<file path="config.mk">
export PLATFORM = sky130hd
export DESIGN_NAME = coalesce_stbuf
export DESIGN_NICKNAME = d
export VERILOG_FILES = /design/src/rtl/coalesce_stbuf_pkg.sv /design/src/rtl/cstb_lane_place.sv /design/src/rtl/cstb_lane_merge.sv /design/src/rtl/cstb_commit_tally.sv /design/src/rtl/coalesce_stbuf.sv
export SDC_FILE = /design/constraint.sdc
export NUM_CORES = 1
export LEC_CHECK = 0
export BUFFER_PORTS_ARGS = -buffer_cell sky130_fd_sc_hd__buf_2
export CAP_MARGIN = 20
export CORE_ASPECT_RATIO = 0.9
export CORE_MARGIN = 3
export CORE_UTILIZATION = 40
export CTS_BUF_LIST = sky130_fd_sc_hd__clkbuf_4
export DETAILED_ROUTE_END_ITERATION = 16
export SYNTH_ARGS = -nofsm -noshare
export SYNTH_HDL_FRONTEND = slang
export SYNTH_SLANG_ARGS = --single-unit
</file>
<file path="constraint.sdc">
create_clock -name clk -period 4.85 [get_ports clk]
set_input_delay 0.2425 -clock clk [delete_from_list [all_inputs] [get_ports clk]]
set_output_delay 0.2425 -clock clk [all_outputs]
set_load 0.05 [all_outputs]
</file>
<file path="src/rtl/coalesce_stbuf_pkg.sv">
package coalesce_stbuf_pkg;
  localparam int LANES = 4;
  localparam int WORD_W = 8 * LANES;
  typedef enum logic [1:0] {
    SZ_BYTE = 2'd0,
    SZ_HALF = 2'd1,
    SZ_WORD = 2'd2,
    SZ_BAD  = 2'd3
  } st_size_e;
endpackage

</file>
<file path="src/rtl/cstb_lane_place.sv">
module cstb_lane_place
  import coalesce_stbuf_pkg::*;
(
  input  logic [1:0]        offs,
  input  logic [1:0]        size,
  input  logic [WORD_W-1:0] din,
  output logic [WORD_W-1:0] lane_data,
  output logic [LANES-1:0]  lane_mask,
  output logic              misalign
);
  always_comb begin
    lane_data = din;
    lane_mask = '0;
    misalign  = 1'b0;
    case (st_size_e'(size))
      SZ_BYTE: begin
        lane_data = {LANES{din[7:0]}};
        lane_mask = LANES'(1) << offs;
      end
      SZ_HALF: begin
        lane_data = {(LANES/2){din[15:0]}};
        lane_mask = offs[1] ? 4'b1100 : 4'b0011;
        misalign  = offs[0];
      end
      SZ_WORD: begin
        lane_mask = '1;
        misalign  = (offs != 2'd0);
      end
      default: misalign = 1'b1;
    endcase
  end
endmodule

</file>
<file path="src/rtl/cstb_lane_merge.sv">
module cstb_lane_merge
  import coalesce_stbuf_pkg::*;
(
  input  logic [WORD_W-1:0] old_data,
  input  logic [LANES-1:0]  old_mask,
  input  logic [WORD_W-1:0] new_data,
  input  logic [LANES-1:0]  new_mask,
  output logic [WORD_W-1:0] out_data,
  output logic [LANES-1:0]  out_mask
);
  for (genvar g = 0; g < LANES; g++) begin : g_lane
    assign out_data[8*g +: 8] = new_mask[g] ? new_data[8*g +: 8] : old_data[8*g +: 8];
    assign out_mask[g]        = old_mask[g] | new_mask[g];
  end
endmodule

</file>
<file path="src/rtl/cstb_commit_tally.sv">
module cstb_commit_tally
  import coalesce_stbuf_pkg::*;
#(
  parameter int CW = 16
) (
  input  logic             clk,
  input  logic             rst_n,
  input  logic             commit,
  input  logic [LANES-1:0] commit_mask,
  output logic [CW-1:0]    full_cnt,
  output logic [CW-1:0]    part_cnt
);
  always_ff @(posedge clk or negedge rst_n) begin
    if (!rst_n) begin
      full_cnt <= '0;
      part_cnt <= '0;
    end else if (commit) begin
      if (&commit_mask) full_cnt <= full_cnt + 1'b1;
      else              part_cnt <= part_cnt + 1'b1;
    end
  end

  logic [CW:0] tot;
  assign tot = {1'b0, full_cnt} + {1'b0, part_cnt};

  // every commit moves exactly one of the two counters by one
  p_one_step_r10: assert property (@(posedge clk) disable iff (!rst_n)
    commit |=> (tot == $past(tot) + 1'b1) || (tot == '0 && $past(tot) != '0));
endmodule

</file>
<file path="src/rtl/coalesce_stbuf.sv">
module coalesce_stbuf
  import coalesce_stbuf_pkg::*;
#(
  parameter int AW    = 16,
  parameter int DEPTH = 4,
  parameter int CW    = 16
) (
  input  logic              clk,
  input  logic              rst_n,
  input  logic              st_valid,
  output logic              st_ready,
  input  logic [AW-1:0]     st_addr,
  input  logic [1:0]        st_size,
  input  logic [WORD_W-1:0] st_data,
  output logic              st_err,
  output logic              wr_valid,
  input  logic              wr_ready,
  output logic [AW-3:0]     wr_addr,
  output logic [WORD_W-1:0] wr_data,
  output logic [LANES-1:0]  wr_mask,
  output logic [CW-1:0]     full_cnt,
  output logic [CW-1:0]     part_cnt
);
  localparam int PW  = $clog2(DEPTH);
  localparam int WAW = AW - 2;

  logic [WAW-1:0]    e_addr [DEPTH];
  logic [WORD_W-1:0] e_data [DEPTH];
  logic [LANES-1:0]  e_mask [DEPTH];
  logic [PW-1:0]     head_q, tail_q, yng;
  logic [PW:0]       cnt_q;

  logic [WAW-1:0]    st_waddr;
  logic [WORD_W-1:0] in_data, mrg_data;
  logic [LANES-1:0]  in_mask, mrg_mask;
  logic              bad, pop, hit, fire, do_push, do_merge;

  assign st_waddr = st_addr[AW-1:2];
  assign yng      = tail_q - 1'b1;

  cstb_lane_place u_place (
    .offs(st_addr[1:0]), .size(st_size), .din(st_data),
    .lane_data(in_data), .lane_mask(in_mask), .misalign(bad)
  );

  cstb_lane_merge u_merge (
    .old_data(e_data[yng]), .old_mask(e_mask[yng]),
    .new_data(in_data), .new_mask(in_mask),
    .out_data(mrg_data), .out_mask(mrg_mask)
  );

  assign wr_valid = (cnt_q != '0);
  assign wr_addr  = e_addr[head_q];
  assign wr_data  = e_data[head_q];
  assign wr_mask  = e_mask[head_q];
  assign pop      = wr_valid && wr_ready;

  // youngest entry is a merge target unless it is the head leaving now
  assign hit      = wr_valid && (e_addr[yng] == st_waddr) &&
                    !(cnt_q == (PW+1)'(1) && pop);
  assign st_ready = bad || (cnt_q < (PW+1)'(DEPTH)) || hit;
  assign fire     = st_valid && st_ready;
  assign do_merge = fire && !bad && hit;
  assign do_push  = fire && !bad && !hit;

  always_ff @(posedge clk or negedge rst_n) begin
    if (!rst_n) begin
      head_q <= '0;
      tail_q <= '0;
      cnt_q  <= '0;
      st_err <= 1'b0;
      for (int i = 0; i < DEPTH; i++) begin
        e_addr[i] <= '0;
        e_data[i] <= '0;
        e_mask[i] <= '0;
      end
    end else begin
      st_err <= fire && bad;
      if (do_push) begin
        e_addr[tail_q] <= st_waddr;
        e_data[tail_q] <= in_data & {{8{in_mask[3]}}, {8{in_mask[2]}},
                                     {8{in_mask[1]}}, {8{in_mask[0]}}};
        e_mask[tail_q] <= in_mask;
        tail_q         <= tail_q + 1'b1;
      end
      if (do_merge) begin
        e_data[yng] <= mrg_data;
        e_mask[yng] <= mrg_mask;
      end
      if (pop) head_q <= head_q + 1'b1;
      cnt_q <= cnt_q + {{PW{1'b0}}, do_push} - {{PW{1'b0}}, pop};
    end
  end

  cstb_commit_tally #(.CW(CW)) u_tally (
    .clk(clk), .rst_n(rst_n), .commit(pop), .commit_mask(wr_mask),
    .full_cnt(full_cnt), .part_cnt(part_cnt)
  );

  // occupancy never exceeds capacity
  p_no_overflow_r7: assert property (@(posedge clk) disable iff (!rst_n)
    cnt_q <= (PW+1)'(DEPTH));

  // a merge leaves occupancy changed only by the drain
  p_merge_no_slot_r4: assert property (@(posedge clk) disable iff (!rst_n)
    do_merge |=> cnt_q == $past(cnt_q) - {{PW{1'b0}}, $past(pop)});

  // a rejected store takes no slot
  p_err_no_slot_r8: assert property (@(posedge clk) disable iff (!rst_n)
    st_err |-> cnt_q == $past(cnt_q) - {{PW{1'b0}}, $past(pop)});

  // a stalled head keeps its word and only gains bytes
  p_head_hold_r9: assert property (@(posedge clk) disable iff (!rst_n)
    (wr_valid && !wr_ready) |=> wr_valid && $stable(wr_addr) &&
      ((wr_mask & $past(wr_mask)) == $past(wr_mask)));
endmodule

</file>
* Word level (Yosys, flattened, before mapping)
Index checks and enable logic that the tools add are counted.
Cells by class: add/subtract/negate cells 7, $lt $le $gt $ge 6, equal/unequal tests 4, shift operators 1, muxes and demuxes 45, bitwise operators 9, reductions and logical operators 22
Operators by type and width (count):
- 128-bit bitwise mux | 2
- 128-bit two-way mux | 2
- 32-bit two-way mux | 6
- 32-bit binary-select mux with 2-bit select | 2
- 32-bit demux with 2-bit select | 2
- 14-bit two-way mux | 5
- 32-bit one-hot mux with 2 select lines | 1
- 14-bit binary-select mux with 2-bit select | 2
- 56-bit bitwise mux | 1
- 16-bit by 1-bit adder with 16-bit output, second input constant | 2
- 32-bit AND | 1
- 16-bit bitwise mux | 2
- 16-bit two-way mux | 2
- 8-bit two-way mux | 4
- 14-bit demux with 2-bit select | 1
- 4-bit two-way mux | 7
- 4-bit binary-select mux with 2-bit select | 2
- 4-bit demux with 2-bit select | 2
- 14-bit equality test | 1
- 4-bit one-hot mux with 3 select lines | 1
- 1-bit logical AND | 11
- 3-bit greater-or-equal comparator, second input constant | 3
- 2-bit inverter with 3-bit output | 3
- 3-bit by 1-bit less-than comparator with 1-bit output, second input constant | 2
- other kinds (20) | 27
Word-level totals: register bits after elaboration 240, input bits 54, output and inout bits 85, logic and storage cells 112

* Logic depth before layout (Yosys ltp)
word-level depth 15, depth in mapped cells 20, gate-level depth less buffers 13

* By module
Synthesis repeated with hierarchy kept, for this count alone.
Unflattened totals: cell total of the unflattened synthesis 1447, area total of the unflattened synthesis 15010.6 µm²
By module, submodules not included:
- coalesce_stbuf | times used 1, cells each 1210, area an instance 12418.2 µm², sequential area each 5205.0 µm²
- cstb_commit_tally | times used 1, cells each 129, area an instance 1467.7 µm², sequential area each 800.8 µm²
- cstb_lane_place | times used 1, cells each 68, area an instance 574.3 µm², sequential area each 0.0 µm²
- cstb_lane_merge | times used 1, cells each 40, area an instance 550.5 µm², sequential area each 0.0 µm²

* Worst setup path after synthesis
OpenSTA, ideal clock, no wires.
kind reg2reg, from register tail_q[0], to register cnt_q[2], library setup time 0.123 ns, arrival 4.913 ns, data required time 4.727 ns, slack -0.185 ns, stages on the path, launching flop included 21, buffers on the path 7, period minus slack after synthesis 5.035 ns, path through dfrtp_1 -> buf_6 -> buf_6 -> buf_2 -> buf_1 -> inv_1 -> ha_1 -> buf_2 -> mux4_2 -> xnor2_1 -> nand4_1 -> or4b_1 -> buf_2 -> buf_6 -> nand2_1 -> ha_1 -> inv_1 -> ha_1 -> fa_1 -> xnor2_1 -> xnor2_1
On the way: longest elaborated chain between the ends 14, elaborated cells between the ends (all ways) 15, classes of those cells 3 x add/sub; 1 x eq/ne; 3 x mux; 1 x bitwise; 7 x reduce/logical
RTL lines:
- start: declaration | line coalesce_stbuf.sv:30 | logic [PW-1:0] head_q, tail_q, yng;
- start signal: assignment | line coalesce_stbuf.sv:84 | tail_q <= tail_q + 1'b1;
- 2-bit by 1-bit subtractor with 2-bit output (*) | line coalesce_stbuf.sv:39 | assign yng = tail_q - 1'b1;
- named net yng[0] | line coalesce_stbuf.sv:30
- 2-bit inverter with 3-bit output (not written as such) (*) | line coalesce_stbuf.sv:59 | assign hit = wr_valid && (e_addr[yng] == st_waddr) &&
- 14-bit binary-select mux with 2-bit select (*) | line coalesce_stbuf.sv:59
- 14-bit two-way mux (not written as such) (*) (2 in a row) | line coalesce_stbuf.sv:59
- 14-bit equality test (*) | line coalesce_stbuf.sv:59
- 1-bit logical AND (*) (2 in a row) | line coalesce_stbuf.sv:59
- 1-bit logical OR | line coalesce_stbuf.sv:61 | assign st_ready = bad || (cnt_q < (PW+1)'(DEPTH)) || hit;
- 1-bit logical AND | line coalesce_stbuf.sv:62 | assign fire = st_valid && st_ready;
- 1-bit logical AND | line coalesce_stbuf.sv:64 | assign do_push = fire && !bad && !hit;
- 1-bit logical AND (*) | line coalesce_stbuf.sv:64
- 3-bit by 1-bit adder with 3-bit output (*) | line coalesce_stbuf.sv:91 | cnt_q <= cnt_q + {{PW{1'b0}}, do_push} - {{PW{1'b0}}, pop};
- 3-bit by 1-bit subtractor with 3-bit output (*) | line coalesce_stbuf.sv:91
- end signal: assignment | line coalesce_stbuf.sv:91
- end: declaration | line coalesce_stbuf.sv:31 | logic [PW:0] cnt_q;
The timed path passes the listed nets; every way through them passes the cells marked *. The select of a mux whose other input is x is not followed. A chain may end at the register's enable or synchronous reset.

* Worst setup path in the final report
from register tail_q[1], to output st_ready
On the way: longest elaborated chain between the ends 9
RTL lines:
- 2-bit by 1-bit subtractor with 2-bit output | line coalesce_stbuf.sv:39
- 2-bit inverter with 3-bit output (not written as such) | line coalesce_stbuf.sv:59
- 14-bit binary-select mux with 2-bit select | line coalesce_stbuf.sv:59
- 14-bit two-way mux (not written as such) (2 in a row) | line coalesce_stbuf.sv:59
- 14-bit equality test | line coalesce_stbuf.sv:59
- 1-bit logical AND (2 in a row) | line coalesce_stbuf.sv:59
- 1-bit logical OR | line coalesce_stbuf.sv:61
- end: declaration | line coalesce_stbuf.sv:11 | output logic st_ready,
No other way between the ends. The select of a mux whose other input is x is not followed.

==> metrics.yaml <==
run_status:
  status: "finished clean"
synthesis:
  synth_cells: 1455
  yosysWarnings: 0
  yosysTopAreaCell: "dfrtp_1"
  synthFlopType: "dfrtp_1"
  yosysUniqueCellTypes: 45
  synth-seq-area-share_pct: 39.36
  syn-cell-area_um2: 15260
  async_flop_share_pct: 100.0
  synth_nets: 1521
  ys_seq_elements: 240
  netlist.area_leader.share_pct: 39.36
  syn_area_per_cell_um2: 10.49
  synth_edf_count: 0
  synthTopCellsByArea: "dfrtp_1 39%, mux4_2 15%, mux2i_1 8.2%, mux2_2 5.6%, o21ai_0 4.2%"
worst_setup_path:
  path_buf_inv: 3
  start_kind: "register"
  cp-startpoint: "tail_q[1]$_DFFE_PN0N_"
  worstPathMaxFanout: 84
  crit_chain: "inv_1 -> ha_2 -> mux4_2 -> xor2_1 -> nor4bb_1 -> or4b_4 -> buf_12 -> o211ai_1 -> buf_2"
  rr_startpoint: "tail_q[1]$_DFFE_PN0N_"
  crit_path_max_incr_delay_ps: 630
  critical-path-slowest-cell: "or4b_4"
  endpoint_kind: "primary output"
  path_class: "reg -> out"
  crit_required_ps: 4610
  path_depth: 9
  crit_arrival_ps: 4260
  cp_top_family: "simple AND/OR/NAND/NOR gates"
  r2r_cells: 13
global_route:
  use_met1_pct: 34.33
  met2_usage_pct: 36.68
  grt_usage_pct: 24.12
  gr-max-usage-layer: "met2"
  grt_overflow: 0
  grtUsageMet3_pct: 4.972
  antenna_found_initial: 1
  grt_pass1_vias: 13062
  grt_max_degree: 105
  grt_pass1_wl_um: 76280
sta:
  fmax_mhz: 221.9
  finalCritPeriodShare_pct: 92.93
  finalSetupViolations: 0
  worst_pin_slew_ps: 839.0
  hold_slack_ps: 165.1
  fin_worst_skew_ps: 56.11
  max_slew_margin_pct: 44.03
  rsz0062_at_grt: "no"
  period_minus_slack_ps: 4507
  tns_ps: 0
  timing_hold_violations_final: 0
  finalMaxSlewViolations: 0
  fin_ws_ps: 342.9
routing:
  viasPerCell: 5.990
  drtPass1Iterations: 6
  antenna_left: 0
  route.vias.total: 12879
  routed_wl_um: 48480
  post_drt_wl_per_cell_um: 22.55
  drt_iter0_drc: 1005
  drc: 0
die:
  core.rowCount: 67
  dieArea_um2: 40530
  core_um2: 37470
  initial_core_util_pct: 40.72
  dieWidth_um: 211.9
  die_h_um: 191.3
  ioPinCount: 139
layout:
  post-route-util_pct: 46.78
  stdcell_area_um2: 17530
  seq_area_um2: 6015
  nFillCells: 3541
  drive_gt1_share_pct: 29.23
  nets: 1677
  layout.cells.non_filler: 2150
  multi_input_area_um2: 8511
  syn_to_final_growth_pct: 14.88
cts:
  cts_inserted_buffers: 72
  cts_tree: "done"
  clk_path_buf_depth: 3
  cts_max_level: 3
  clk_pin_slew_worst_paths_ps: 70
  cts_sinks: 240
  clockRootBuffer: "clkbuf_4"
  insertion_delay_ps: 750
worst_hold_path:
  hold_path_class: "in -> async"
placement:
  dp.cells: 1993
  port_buffers: 138
  place.gp.congestion: 0.8392
  pre_cts_slack_ps: 758.3
  hpwl_um: 29910
  post_dp_cell_area_um2: 16350
power:
  peakVddDrop_v: 0.0004237
  power_density_nw_per_um2: 678.3
  p_leak_nw: 8.012
  p_total_mw: 11.89
job:
  maxCapViolCount: 0
[registers in the layout, indices dropped and copies added (netlist names)]
signal and flops:
head_q 2, u_tally.full_cnt 16, u_tally.part_cnt 16, e_mask 16, tail_q 2, e_data 128, st_err 1, e_addr 56
cnt_q 3
[area by class of cell]
class | count | area share, %
antenna | 1 | 0.01428
clock buffer | 104 | 4.454
clock inverter | 25 | 0.7280
inverter | 40 | 0.8565
multi-input combinational | 1048 | 48.55
sequential | 240 | 34.31
tap | 483 | 3.448
timing repair buffer | 209 | 7.637
[cells by family (layout without fill, tap and decap cells)]
kind of cell / count (synthesis) / count (layout) / synth area share (%)
multiplexers: 301 / 301 / 28.57
XOR/XNOR: 50 / 50 / 2.870
flip-flops: 240 / 240 / 39.36
AND/OR/NAND/NOR: 361 / 361 / 10.85
other: 0 / 1 / 0
AO/OA/AOI/OAI: 324 / 324 / 12.28
adder cells (fa/ha/maj): 12 / 12 / 1.033
buffers and inverters: 167 / 378 / 5.035
[cells in the final DEF, fill, tap and decap left out, types with 7 or more instances in the layout]
cell and count:
ha_1 10, nor2_1 131, mux2i_1 125, mux2_2 76, nor4_1 7, inv_1 39
a21oi_1 105, o22ai_1 24, buf_2 137, o211ai_1 13, nand2_1 69, dfrtp_1 237
and4_1 10, dlygate4sd3_1 27, buf_4 41, clkbuf_4 104, nor3_1 91, nand3_1 16
nand4_1 12, xor2_1 15, a2bb2oi_1 44, clkinv_1 16, o21ai_0 127, xnor2_1 35
mux4_2 100
[timing repair]
item / 4_1_cts / 5_1_grt
hold buffers: 27 / 0
gates resized for setup: 0 / 0
endpoints found under the hold margin: 187 / 0
setup buffers: 0 / 0
setup endpoints to repair: 0 / 0
[per-layer routing]
metal / up-vias / part of all wire [%]
met5: - / 0
met4: 0 / 2.8
met3: 110 / 7.3
met2: 529 / 46
met1: 6498 / 44
li1: 5742 / -
[Yosys cell counts, types with 2 or more instances]
cell type,n
dfrtp_1,240
nor2_1,135
o21ai_0,127
mux2i_1,125
a21oi_1,105
mux4_2,100
nor3_1,91
clkbuf_1,76
mux2_2,76
nand2_1,73
a2bb2oi_1,44
inv_1,39
xnor2_1,35
o22ai_1,24
buf_2,23
nand3_1,16
xor2_1,15
buf_6,14
o211ai_1,13
buf_1,12
nand4_1,12
ha_1,11
and4_1,10
nor4_1,7
and3_1,5
and2_1,3
o21ai_1,3
buf_4,2
nand2b_1,2
o21a_1,2
[worst register-to-register path, cell delays in order (launching register included)]
cell and delay [ps]:
dfrtp_1 440, inv_1 120, ha_2 610, mux4_2 390
xor2_1 200, nor4bb_1 400, or4b_4 630, nand2_1 190
ha_1 150, inv_1 40, ha_1 190, fa_1 410
xnor2_1 170, xnor2_1 140
[where the power goes]
group / internal, mW / total (mW) / switching, mW
sequential: 2.86 / 3.64 / 0.786
clock: 1.04 / 2.00 / 0.958
combinational: 2.50 / 6.25 / 3.75
[final timing paths]
| path | to | slack, ps |
|---|---|---|
| worst max-delay path | st_ready | 340 |
| worst min register to register | u_tally.full_cnt[15]$_DFFE_PN0P_ | 470 |
| worst max register to register | cnt_q[2]$_DFF_PN0_ | 710 |
| max in group asynchronous | tail_q[0]$_DFFE_PN0N_ | 3490 |
| min in group clk | e_data[123]$_DFF_PN0_ | 210 |
| worst min-delay path | u_tally.part_cnt[12]$_DFFE_PN0P_ | 170 |
(Power assumes the default switching activity.)
